===== src/rtl/psg_pkg.sv =====
package psg_pkg;
  function automatic int unsigned count_ones(input logic [63:0] v, input int unsigned n);
    int unsigned c;
    c = 0;
    for (int unsigned i = 0; i < n; i++) c += v[i] ? 1 : 0;
    return c;
  endfunction
endpackage


===== src/rtl/psg_xor_acc.sv =====
module psg_xor_acc #(
  parameter int W  = 16,
  parameter int CW = 3
) (
  input  logic          clk,
  input  logic          rst_n,
  input  logic          start,
  input  logic          in_valid,
  input  logic [W-1:0]  in_data,
  input  logic [CW-1:0] target,
  output logic          out_valid,
  output logic [W-1:0]  out_data
);
  logic [W-1:0]  acc_q, acc_n, base_acc;
  logic [CW-1:0] cnt_q, cnt_n, base_cnt;
  logic          done_q, done_n, base_done, take, hit;

  always_comb begin
    base_acc  = start ? '0 : acc_q;
    base_cnt  = start ? '0 : cnt_q;
    base_done = start ? 1'b0 : done_q;
    take      = in_valid & ~base_done;
    acc_n     = take ? (base_acc ^ in_data) : base_acc;
    cnt_n     = base_cnt + CW'(take);
    hit       = take && (cnt_n == target);
    done_n    = base_done | hit;
  end

  always_ff @(posedge clk or negedge rst_n) begin
    if (!rst_n) begin
      acc_q     <= '0;
      cnt_q     <= '0;
      done_q    <= 1'b1;
      out_valid <= 1'b0;
      out_data  <= '0;
    end else begin
      acc_q     <= acc_n;
      cnt_q     <= cnt_n;
      done_q    <= done_n;
      out_valid <= hit;
      if (hit) out_data <= acc_n;
    end
  end

  p_out_follows_word_r1: assert property (@(posedge clk) disable iff (!rst_n)
    out_valid |-> $past(in_valid));
endmodule


===== src/rtl/psg_member_track.sv =====
module psg_member_track
  import psg_pkg::*;
#(
  parameter int N_MAX = 4,
  parameter int N_MIN = 2,
  parameter int IDXW  = 2,
  parameter int CW    = 3
) (
  input  logic             clk,
  input  logic             rst_n,
  input  logic             fail_valid,
  input  logic [IDXW-1:0]  fail_member,
  input  logic             rebuild_done,
  output logic [N_MAX-1:0] broken,
  output logic [CW-1:0]    size,
  output logic             accept,
  output logic             busy,
  output logic             fatal_err,
  output logic             reject_err
);
  localparam logic [CW-1:0] MIN_C = CW'(N_MIN);
  localparam logic [CW-1:0] MAX_C = CW'(N_MAX);

  logic [N_MAX-1:0] broken_n;
  logic             busy_n, fatal_n, reject_n, idx_ok, is_active, at_floor;

  always_comb begin
    size      = MAX_C - CW'(count_ones(64'(broken), N_MAX));
    idx_ok    = (32'(fail_member) < N_MAX);
    is_active = idx_ok && !broken[fail_member];
    at_floor  = (size <= MIN_C);
    accept    = fail_valid && !busy && is_active && !at_floor;
    broken_n  = broken;
    if (accept) broken_n[fail_member] = 1'b1;
    busy_n    = accept ? 1'b1 : (rebuild_done ? 1'b0 : busy);
    fatal_n   = fatal_err  | (fail_valid && !busy && is_active && at_floor);
    reject_n  = reject_err | (fail_valid && busy);
  end

  always_ff @(posedge clk or negedge rst_n) begin
    if (!rst_n) begin
      broken     <= '0;
      busy       <= 1'b0;
      fatal_err  <= 1'b0;
      reject_err <= 1'b0;
    end else begin
      broken     <= broken_n;
      busy       <= busy_n;
      fatal_err  <= fatal_n;
      reject_err <= reject_n;
    end
  end

  p_size_floor_r10: assert property (@(posedge clk) disable iff (!rst_n)
    size >= MIN_C);
  p_size_step_r10: assert property (@(posedge clk) disable iff (!rst_n)
    (size == $past(size)) || (size + CW'(1) == $past(size)));
  p_fatal_sticky_r7: assert property (@(posedge clk) disable iff (!rst_n)
    fatal_err |=> fatal_err);
  p_reject_sticky_r8: assert property (@(posedge clk) disable iff (!rst_n)
    reject_err |=> reject_err);
  p_busy_keeps_size_r8: assert property (@(posedge clk) disable iff (!rst_n)
    busy |=> $stable(size));
endmodule


===== src/rtl/psg_group_mgr.sv =====
module psg_group_mgr #(
  parameter int W     = 16,
  parameter int N_MAX = 4,
  parameter int N_MIN = 2,
  localparam int IDXW = (N_MAX > 1) ? $clog2(N_MAX) : 1,
  localparam int CW   = $clog2(N_MAX + 2)
) (
  input  logic            clk,
  input  logic            rst_n,
  input  logic            stripe_start,
  input  logic            wr_valid,
  input  logic [IDXW-1:0] wr_member,
  input  logic [W-1:0]    wr_data,
  output logic            parity_valid,
  output logic [W-1:0]    parity_data,
  input  logic            fail_valid,
  input  logic [IDXW-1:0] fail_member,
  input  logic            rb_valid,
  input  logic [W-1:0]    rb_data,
  output logic            spare_valid,
  output logic [W-1:0]    spare_data,
  output logic            rebuild_busy,
  output logic [CW-1:0]   group_size,
  output logic            fatal_err,
  output logic            reject_err
);
  logic [N_MAX-1:0] broken;
  logic             accept, wr_take, rb_take;
  logic [CW-1:0]    rb_target;

  psg_member_track #(.N_MAX(N_MAX), .N_MIN(N_MIN), .IDXW(IDXW), .CW(CW)) u_track (
    .clk(clk), .rst_n(rst_n), .fail_valid(fail_valid), .fail_member(fail_member),
    .rebuild_done(spare_valid), .broken(broken), .size(group_size), .accept(accept),
    .busy(rebuild_busy), .fatal_err(fatal_err), .reject_err(reject_err));

  always_comb begin
    wr_take   = wr_valid && (32'(wr_member) < N_MAX) && !broken[wr_member];
    rb_take   = rb_valid && rebuild_busy;
    rb_target = group_size + CW'(1);
  end

  psg_xor_acc #(.W(W), .CW(CW)) u_parity (
    .clk(clk), .rst_n(rst_n), .start(stripe_start), .in_valid(wr_take),
    .in_data(wr_data), .target(group_size), .out_valid(parity_valid), .out_data(parity_data));

  psg_xor_acc #(.W(W), .CW(CW)) u_rebuild (
    .clk(clk), .rst_n(rst_n), .start(accept), .in_valid(rb_take),
    .in_data(rb_data), .target(rb_target), .out_valid(spare_valid), .out_data(spare_data));

  p_spare_in_rebuild_r6: assert property (@(posedge clk) disable iff (!rst_n)
    spare_valid |-> rebuild_busy);
  p_shrink_starts_rebuild_r5: assert property (@(posedge clk) disable iff (!rst_n)
    (group_size + CW'(1) == $past(group_size)) |-> rebuild_busy);
endmodule


===== config.mk =====
export PLATFORM = sky130hd
export DESIGN_NAME = psg_group_mgr
export DESIGN_NICKNAME = d
export VERILOG_FILES = /design/src/rtl/psg_pkg.sv /design/src/rtl/psg_xor_acc.sv /design/src/rtl/psg_member_track.sv /design/src/rtl/psg_group_mgr.sv
export SDC_FILE = /design/constraint.sdc
export NUM_CORES = 1
export LEC_CHECK = 0
export ABC_AREA = 1
export BUFFER_PORTS_ARGS = -buffer_cell sky130_fd_sc_hd__buf_2
export CAP_MARGIN = 20
export CELL_PAD_IN_SITES_DETAIL_PLACEMENT = 0
export CELL_PAD_IN_SITES_GLOBAL_PLACEMENT = 1
export CORE_UTILIZATION = 44
export CTS_CLUSTER_SIZE = 24
export DETAILED_ROUTE_END_ITERATION = 8
export GPL_ROUTABILITY_DRIVEN = 0
export PLACE_DENSITY_LB_ADDON = 0.12
export REMOVE_ABC_BUFFERS = 1
export SYNTH_ARGS = -nofsm -noshare
export SYNTH_HDL_FRONTEND = slang
export SYNTH_HIERARCHICAL = 1
export SYNTH_SLANG_ARGS = --single-unit

===== constraint.sdc =====
create_clock -name clk -period 8.01 [get_ports clk]
set_input_delay 0 -clock clk [delete_from_list [all_inputs] [get_ports clk]]
set_output_delay 0 -clock clk [all_outputs]
set_load 0.005 [all_outputs]

==> results of run 1 <==
placed cells by master, fill, tap and decap left out, drive strengths merged:
cell type | netlist | routed
nor2 | 12 | 12
inv | 37 | 38
dfstp | 2 | 2
clkinv | 0 | 1
clkinvlp | 0 | 1
o21bai | 2 | 2
nand3b | 28 | 28
a21boi | 2 | 2
dfrtp | 79 | 79
clkbuf | 0 | 11
o21ai | 1 | 1
bufinv | 0 | 2
a21oi | 1 | 1
nand4 | 6 | 6
xnor2 | 2 | 2
nand3 | 76 | 76
nand2 | 258 | 258
xor2 | 3 | 3
nor3 | 1 | 1
ha | 10 | 10
dlygate4sd3 | 0 | 32
buf | 20 | 82
cell type report:
class	count	area, um2
fill	901	4060
sequential	81	2030
multi-input combinational	402	1970
timing repair buffer	114	736
tap	129	161
clock buffer	11	141
inverter	37	139
clock inverter	5	87.6
stage by stage:
step	utilization (%)	instance area [um2]	total power, mW	cells
floorplan	-	4140	0.834	520
global placement	50.6	4720	0.958	731
detailed placement	50.6	4720	0.974	731
CTS	56.4	5270	1.33	779
global route	56.4	5270	1.42	779
finish	56.4	5270	1.32	779
sequential cells by signal (all words and copies together), names as in the netlist, 3 cells and up:
signal / cells
u_rebuild/out_data: 16
u_rebuild/acc_q: 16
u_rebuild/cnt_q: 3
u_parity/acc_q: 16
u_track/broken: 4
u_parity/out_data: 16
u_parity/cnt_q: 3
where the power goes:
part           switching [mW]  total [mW]  internal [mW]
Combinational           0.225       0.389          0.163
Clock                   0.152       0.339          0.187
Sequential             0.0670       0.589          0.522
Total                   0.445        1.32          0.872
worst max-delay path: stages, from the launching register on:
cell and delay, ns:
dfrtp_1 0.41, ha_1 0.22, ha_1 0.27, inv_1 0.04, ha_1 0.34, nand2_1 0.08, nand3_1 0.23, nand3_2 0.18
inv_1 0.09, inv_2 0.57, a21boi_4 0.29, ha_1 0.29, ha_1 0.18, inv_1 0.06, nand3_1 0.09, nand2_1 0.15
nand2_1 0.07, nand2_2 0.28, nand2_4 0.22, nand2_1 0.11, nand2_1 0.06
worst paths after layout:
check / endpoint / slack (ns) / depth (start not counted)
worst max-delay path: u_rebuild/out_data[7]$_DFFE_PN0P_ / 3.67 / 20
worst min-delay path: u_rebuild/acc_q[6]$_DFF_PN0_ / 0.01 / 5
worst max register to register: u_rebuild/out_data[7]$_DFFE_PN0P_ / 3.67 / 20
worst min register to register: u_track/busy$_DFFE_PN0P_ / 0.45 / 1
max in group asynchronous: u_rebuild/out_data[12]$_DFFE_PN0P_ / 6.90 / 3
min in group asynchronous: u_parity/acc_q[10]$_DFF_PN0_ / 0.14 / 2
cells by family after synthesis:
family          after synthesis  synth area share, %
simple gates                381                 40.6
flops                        81                 47.6
compound gates                6                 1.64
xor+xnor                      5                 1.03
buf+inv                      57                 6.14
fa+ha+maj                    10                 2.94
layer usage:
layer / GRT usage, % / vias to the layer above / wire [um]
met2: 35.6 / 75 / 4620
met4: 6.02 / 0 / 101
met1: 25.3 / 1731 / 4570
met3: 3.97 / 11 / 306
met5: 0 / - / 0
li1: - / 1929 / -
==> results.md, run 1 <==
- Actual slew at the worst max-slew pin: 0.797 ns
- Primary FF master, synth: dfrtp_1
- Pleak: 2.99 nW
- CP Capture Type: flop
- CP Launch Point: u_track/broken[2]$_DFFE_PN0P_
- Post-synth EDFFs: 0
- Synth async-reset ratio: 100%
- Commonest cells post-synth: nand2_1, dfrtp_1, nand3_1
- Flops & latches, synth: 81
- IR drop worst, VDD: 0.145 mV
- Post-CTS Resized: 0
- Unrepaired setup endpoints after global routing: no
- CTS Buf Count: 9
- Worst rel slew slack: 46.8%
- Critical path data required time: 8.25 ns
- Synth Cell Area: 4260 um2
- Via count: 3746
- Setup TNS: 0 ns
- Inserted Diodes: 0
- Final setup margin: 3.67 ns
- Hold path startpoint: rb_data[6]
- Synth area leaders: dfrtp_1, nand2_1, nand3_1
- Share of cells above drive strength 1: 18.9%
- Drt drc: 0
- Max Buffers Root-to-Sink: 2
- Total grt overflow: 0
- Cells after Synth: 540
- H-tree Lvls: 3
- Initial Utilization: 45.7%
- Row count: 35
- Clk pin slew, worst setup/hold paths: 0.08 ns
- Setup Buffers After CTS: 0
- CP Class: reg2reg
- Peak fanout along the critical path: 50
- Clock root buffer: clkbuf_8
- Share of the synthesized area in the top cell type: 46.4%
- Most common cell in the synthesized netlist: nand2_1
- Clock Sinks: 81
- Maximum number of pins on one net before global-route repair: 51
- Vias per cell: 4.81
- Die Wd: 100 um
- Worst EP arrival: 4.58 ns
- Tot GR Track Use: 20.3%
- Port bufs: 81
- Crit path time final: 4.34 ns
- Core area: 9330 um2
- CTS tree: done
- Reg2reg start: u_track/broken[2]$_DFFE_PN0P_
- Status: finished clean
- Vias in the first global route: 3585
- Final worst path period share: 54.2%
- P&R area growth vs syn: 23.5%
- Syn Area/Cell: 7.89 um2
- Num ports: 82
- Die ar.: 10100 um2
- Register area share after synthesis: 47.6%
- Die Ht: 100 um
- Post-synth cell types: 26
- Max-slew violation total from the final report: 0
- Top achievable clock speed: 230 MHz
- Hold crit path type: in2reg
- Pwr dens: 250 nW/um2
- Setup-failing EPs final: 0
- Avg WL per Cell: 12.3 um
- Final nets: 697
- Crit path launch type: flop
- Clock Skew: 0.00855 ns
- Final Hold Fails: 0
- Clock Latency Late Sink: 0.35 ns
- Hold-fix buffers, CTS: 32
- Post-synth top area cell: dfrtp_1
- Detail Placement HPWL: 6300 um
- Initial antenna violation count: 0
- WL final: 9590 um
- Drt first pass iters: 5
- DRT iter0 DRCs: 170
- Global-route wire length before repair: 16000 um
- Max-cap viol count: 0
- Warnings, synthesis: 6
- Worst Hold Margin: 0.0149 ns
- Post-place setup slack: 3.64 ns
- Antenna Violating Nets Remaining: 0
No activity file was read; power rests on OpenSTA's default activity.
==> run 2: changes to the inputs <==
ABC_AREA = 0   (was 1)
CORE_UTILIZATION = 39   (was 44)
clock period = 3.99 ns   (was 8.01 ns; I/O delays follow)
==> run 2 against run 1 <==
Against the previous run: global-route usage fell by 2.5 points; critical path depth decreased by 5; clock power up 96%; register-to-register slack got worse by 3.4 ns; critical endpoint is now u_rebuild/out_data[2]$_DFFE_PN0P_; clock skew shrank 0.0013 ns; routed wire length fell by 6.5%; setup slack got worse by 3.4 ns; final area shrank 4.0%; via count fell by 19%; count of clock-buffer cells in the layout is 1 lower; utilization fell by 5.2 points; cell count fell by 26%.
==> results.md, run 2 <==
- Synth Area in Compound Gates: 17.0%
- Vias per cell: 5.28
- Final setup margin: 0.288 ns
- Initial antenna violation count: 0
- Final nets: 491
- Logic pwr share: 48.7%
- Sw Pwr: 1.42 mW
- Synth Area in Adders: 3.13%
- Flops & latches, synth: 81
- Die Ht: 103 um
- Core area: 9860 um2
- Flop pwr share: 34.5%
- Commonest cells post-synth: dfrtp_1, a21oi_1, a22oi_1, nand4b_1, o21ai_0
- Commonest non-fill, non-tap cell in the layout: buf_2
- FF-to-FF setup slack: 0.29 ns
- Max-cap viol count: 0
- Synth area leaders: dfrtp_1, nand4b_1, a22oi_1
- Num ports: 82
- Worst EP arrival: 3.94 ns
- Pleak: 2.34 nW
- Reg2reg start: u_track/broken[2]$_DFFE_PN0P_
- CP Capture Type: flop
- Crit path launch type: flop
- Drt drc: 0
- Cell Int Power: 2.54 mW
- Peak fanout along the critical path: 18
- Clock root buffer: clkbuf_8
- Tot GR Track Use: 17.8%
- Hold Crit Depth: 3
- Worst path cell trace: ha_1 -> ha_1 -> inv_1 -> ha_1 -> and2_0 -> o211ai_1 -> nor2_1 -> and2b_1 -> ha_1 -> ha_1 -> xnor2_2 -> xnor2_1 -> and4_1 -> buf_12 -> mux2_2
- Status: finished clean
- Share of the synthesized area in the top cell type: 49.4%
- Worst Hold Margin: 0.0188 ns
- P&R area growth vs syn: 26.3%
- Hold-fix buffers, CTS: 32
- WL final: 8970 um
- Unrepaired setup endpoints after global routing: no
- Post-CTS Resized: 0
- Post-place setup slack: 0.334 ns
- Final instance area: 5050 um2
- Hold path startpoint: wr_data[11]
- Dpl cells: 528
- Register area share after synthesis: 50.8%
- Inserted Diodes: 0
- Port bufs: 81
- Worst rel slew slack: 63.5%
- Die Wd: 103 um
- Detail Placement HPWL: 5490 um
- Reg2reg end: u_rebuild/out_data[2]$_DFFE_PN0P_
- Maximum number of pins on one net before global-route repair: 82
- Final Non-Filler Cells: 576
- Synth async-reset ratio: 100%
- Finished Core Util: 51.2%
- Post-synth EDFFs: 0
- Hold crit path type: in2reg
- Crit-path most repeated cell: ha_1
- Synth Area in Simple Gates: 9.95%
- Actual slew at the worst max-slew pin: 0.546 ns
- Sw Share: 35.8%
- Avg WL per Cell: 15.6 um
- Die ar.: 10700 um2
- CP Class: reg2reg
- Row count: 36
- Global-route wire length before repair: 14400 um
- Mux cell area share after synthesis: 11.3%
- Synth Area in XOR/XNOR: 3.19%
- Pwr dens: 784 nW/um2
- CP max stage delay: 0.41 ns
- Clock Latency Late Sink: 0.35 ns
- Max-slew violation total from the final report: 0
- Largest family of logic cells by synthesized area: compound AO/OA/AOI/OAI gates
- Clock Sinks: 81
- Synth Cell Area: 4000 um2
- Primary FF master, synth: dfrtp_1
- Final Hold Fails: 0
- Antenna Violating Nets Remaining: 0
- CTS Buf Count: 9
- Syn Area/Cell: 12.1 um2
- Register-to-Register Path Depth: 15
- DRT iter0 DRCs: 110
- Post-synth cell types: 42
- Final worst path period share: 92.8%
- Pwr Total: 3.96 mW
- Most frequent cells in the layout: buf_2, dfrtp_1
- CTS tree: done
- Cells after Synth: 331
- Clk pin slew, worst setup/hold paths: 0.08 ns
- Total grt overflow: 0
- H-tree Lvls: 3
- IR drop worst, VDD: 0.285 mV
- Via count: 3040
- Setup-failing EPs final: 0
- Setup TNS: 0 ns
- Most common cell in the synthesized netlist: dfrtp_1
- Clock share of power: 16.8%
- Hold Path End: u_parity/acc_q[11]$_DFF_PN0_
- Warnings, synthesis: 6
- Critical path data required time: 4.23 ns
- CP max stage cell: dfrtp_1
- Setup Buffers After CTS: 0
- Initial Utilization: 40.5%
- Vias in the first global route: 2941
- Max Buffers Root-to-Sink: 2
- Drt first pass iters: 4
- Crit path time final: 3.70 ns
- Clock Skew: 0.00729 ns
- Share of cells above drive strength 1: 33.9%
- Post-synth top area cell: dfrtp_1
- Top achievable clock speed: 270 MHz
- Instance area at placement: 4490 um2
-- run 2: per-layer routing --
| layer | share of wire, % | global-route usage [%] | vias to the layer above | routed length (um) |
|---|---|---|---|---|
| met3 | 4.8 | 3.56 | 7 | 434 |
| li1 | - | - | 1458 | - |
| met2 | 47 | 29.5 | 66 | 4190 |
| met4 | 1.0 | 6.83 | 0 | 94 |
| met5 | 0 | 0 | - | 0 |
| met1 | 47 | 23.0 | 1509 | 4250 |
-- run 2: worst max-delay path by stage --
stage,endpoint,from,slack (ns)
6_report,u_rebuild/out_data[2]$_DFFE_PN0P_,u_track/broken[2]$_DFFE_PN0P_,0.29
5_1_grt,u_rebuild/out_data[4]$_DFFE_PN0P_,u_track/broken[0]$_DFFE_PN0P_,0.0003
4_1_cts,u_rebuild/out_data[4]$_DFFE_PN0P_,u_track/broken[0]$_DFFE_PN0P_,0.30
3_5_place_dp,u_rebuild/out_data[2]$_DFFE_PN0P_,u_track/broken[0]$_DFFE_PN0P_,0.33
3_3_place_gp,u_rebuild/out_data[2]$_DFFE_PN0P_,u_track/broken[2]$_DFFE_PN0P_,0.40
2_1_floorplan,u_parity/out_data[0]$_DFFE_PN0P_,u_track/broken[3]$_DFFE_PN0P_,-0.05
-- run 2: cell families after synthesis --
| family | count (synthesis) |
|---|---|
| multiplexers | 34 |
| flip-flops | 81 |
| XOR/XNOR | 12 |
| AO/OA/AOI/OAI | 110 |
| AND/OR/NAND/NOR | 50 |
| buffers and inverters | 34 |
| adder cells (fa/ha/maj) | 10 |
-- run 2: critical path: cells and delay by family, from the launching register on --
kind            cells  cell delay, ns
simple gates        4            0.92
flops               1            0.41
xor+xnor            2            0.31
compound gates      1            0.13
buf+inv             2            0.22
fa+ha+maj           5            1.26
mux                 1            0.34
-- run 2: layout make-up --
class                           instances  area, um2
Clock buffer                           10        138
Clock inverter                          5       80.1
Fill cell                             867       4810
Inverter                               11       41.3
Multi-Input combinational cell        216       1780
Sequential cell                        81       2030
Tap cell                              133        166
Timing Repair Buffer                  120        813
-- run 2: power by group through the flow --
stage,logic [mW],registers [mW],clock network (mW)
CTS,1.95,1.37,0.689
global placement,1.88,1.37,0
finish,1.93,1.37,0.665
global route,2.14,1.42,0.719
detailed placement,1.91,1.38,0
floorplan,1.34,1.34,0
==> run 3: changes to the inputs <==
CORE_ASPECT_RATIO = 1.75   (was unset)
==> run 3 against run 2 <==
Against the previous run: flip-flop and latch count did not move; critical endpoint unchanged; utilization fell by 2.1 points; cell count fell by 5.7%; critical path depth did not move; largest cell class unchanged; final area fell by 3.7%.
==> results.md, run 3 (same netlist as run 2, synthesis figures left out) <==
- Inserted Diodes: 0
- Setup-failing EPs final: 0
- H-tree Lvls: 3
- Share of cells above drive strength 1: 36.1%
- Vias per cell: 5.45
- Final Hold Fails: 0
- Commonest non-fill, non-tap cell in the layout: buf_2
- FF-to-FF setup slack: 0.35 ns
- Antenna Violating Nets Remaining: 0
- Num ports: 82
- DRT iter0 DRCs: 146
- Clock root buffer: clkbuf_16
- Global-route wire length before repair: 14600 um
- Maximum number of pins on one net before global-route repair: 82
- Reg2reg start: u_track/broken[0]$_DFFE_PN0P_
- Port bufs: 81
- P&R area growth vs syn: 21.6%
- Initial Utilization: 40.4%
- Hold crit path type: in2reg
- Clock Skew: 0.00617 ns
- Dpl cells: 520
- Max-cap viol count: 0
- Via count: 2960
- Final nets: 465
- Tot GR Track Use: 17.9%
- Setup Buffers After CTS: 0
- Hold Path End: u_rebuild/acc_q[5]$_DFF_PN0_
- Die Wd: 78.5 um
- Final Non-Filler Cells: 543
- Total grt overflow: 0
- Pwr Total: 4.08 mW
- Worst EP arrival: 3.86 ns
- Register-to-Register Path Depth: 15
- Avg WL per Cell: 16.1 um
- CP Class: reg2reg
- Row count: 48
- Initial antenna violation count: 0
- Peak fanout along the critical path: 18
- IR drop worst, VDD: 0.404 mV
- Critical path data required time: 4.21 ns
- Unrepaired setup endpoints after global routing: no
- CP Capture Type: flop
- Worst Hold Margin: 0.00844 ns
- CTS tree: done
- Layout fillers: 949
- Final worst path period share: 91.4%
- Drt drc: 0
- Max-slew violation total from the final report: 0
- Hold Crit Depth: 3
- Pwr dens: 839 nW/um2
- Worst rel slew slack: 61.9%
- Crit path launch type: flop
- Die Ht: 136 um
- Hold path startpoint: rb_data[5]
- Clk pin slew, worst setup/hold paths: 0.06 ns
- Most frequent cells in the layout: buf_2, dfrtp_1
- Detail Placement HPWL: 5780 um
- Core area: 9910 um2
- Reg2reg end: u_rebuild/out_data[2]$_DFFE_PN0P_
- CTS Buf Count: 9
- Drt first pass iters: 4
- Vias in the first global route: 3063
- Clock Latency Late Sink: 0.33 ns
- Max Buffers Root-to-Sink: 2
- WL final: 8770 um
- Crit path time final: 3.64 ns
- Clock Sinks: 81
- Actual slew at the worst max-slew pin: 0.570 ns
- Status: finished clean
- Top achievable clock speed: 274 MHz
- Pleak: 2.26 nW
- Die ar.: 10700 um2
run 3: final cells by class:
type,instances,area [um2],area share [%]
well taps,125,156,3.22
repair buffers,94,553,11.4
clock inverters,6,67.6,1.39
flip-flops and latches,81,2030,41.7
inverters,11,41.3,0.849
clock buffers,10,229,4.71
multi-input cells,216,1790,36.7
run 3: critical path: stages, from the launching register on:
cell	delay, ns
dfrtp_1	0.42
ha_1	0.29
inv_1	0.04
ha_1	0.19
ha_1	0.35
and2_0	0.22
o211ai_1	0.14
nor2_2	0.17
and2b_1	0.20
ha_1	0.18
ha_1	0.23
xnor2_2	0.18
xnor2_1	0.13
and4_1	0.25
buf_12	0.19
mux2_2	0.35
run 3: power breakdown:
group / internal (mW) / switching (mW) / total (mW) / leakage (nW)
logic: 1.00 / 0.894 / 1.90 / 1.11
registers: 1.15 / 0.217 / 1.37 / 1.02
clock network: 0.486 / 0.324 / 0.810 / 0.139
run 3: layer usage:
layer	share of wire, %	GRT usage (%)	vias to the layer above
met4	1.5	7.72	0
met1	42	19.7	1484
met5	0	0	-
met2	52	32.3	59
li1	-	-	1408
met3	4.1	4.03	9
run 3: through the flow:
step	cell area (um2)	TNS [ns]	setup WS [ns]	utilization (%)
floorplan	3850	-0.764	-0.0529	-
global placement	4480	0	0.385	45.2
detailed placement	4480	0	0.260	45.2
CTS	4830	0	0.243	48.8
global route	4860	0	0.0693	49.1
finish	4860	0	0.345	49.1
run 3: worst max-delay path by stage:
stage / from / endpoint / slack, ns
3_3_place_gp: u_track/broken[1]$_DFFE_PN0P_ / u_rebuild/out_data[4]$_DFFE_PN0P_ / 0.38
3_5_place_dp: u_track/broken[0]$_DFFE_PN0P_ / u_rebuild/out_data[2]$_DFFE_PN0P_ / 0.26
5_1_grt: u_track/broken[0]$_DFFE_PN0P_ / u_rebuild/out_data[2]$_DFFE_PN0P_ / 0.07
4_1_cts: u_track/broken[0]$_DFFE_PN0P_ / u_rebuild/out_data[2]$_DFFE_PN0P_ / 0.24
6_report: u_track/broken[0]$_DFFE_PN0P_ / u_rebuild/out_data[2]$_DFFE_PN0P_ / 0.35
2_1_floorplan: u_track/broken[3]$_DFFE_PN0P_ / u_parity/out_data[0]$_DFFE_PN0P_ / -0.05
run 3: repair_timing:
action | CTS | global route
hold endpoints to repair | 84 | 0
resized for setup | 0 | 1
setup endpoints to repair | 0 | 2
hold buffers | 6 | 0
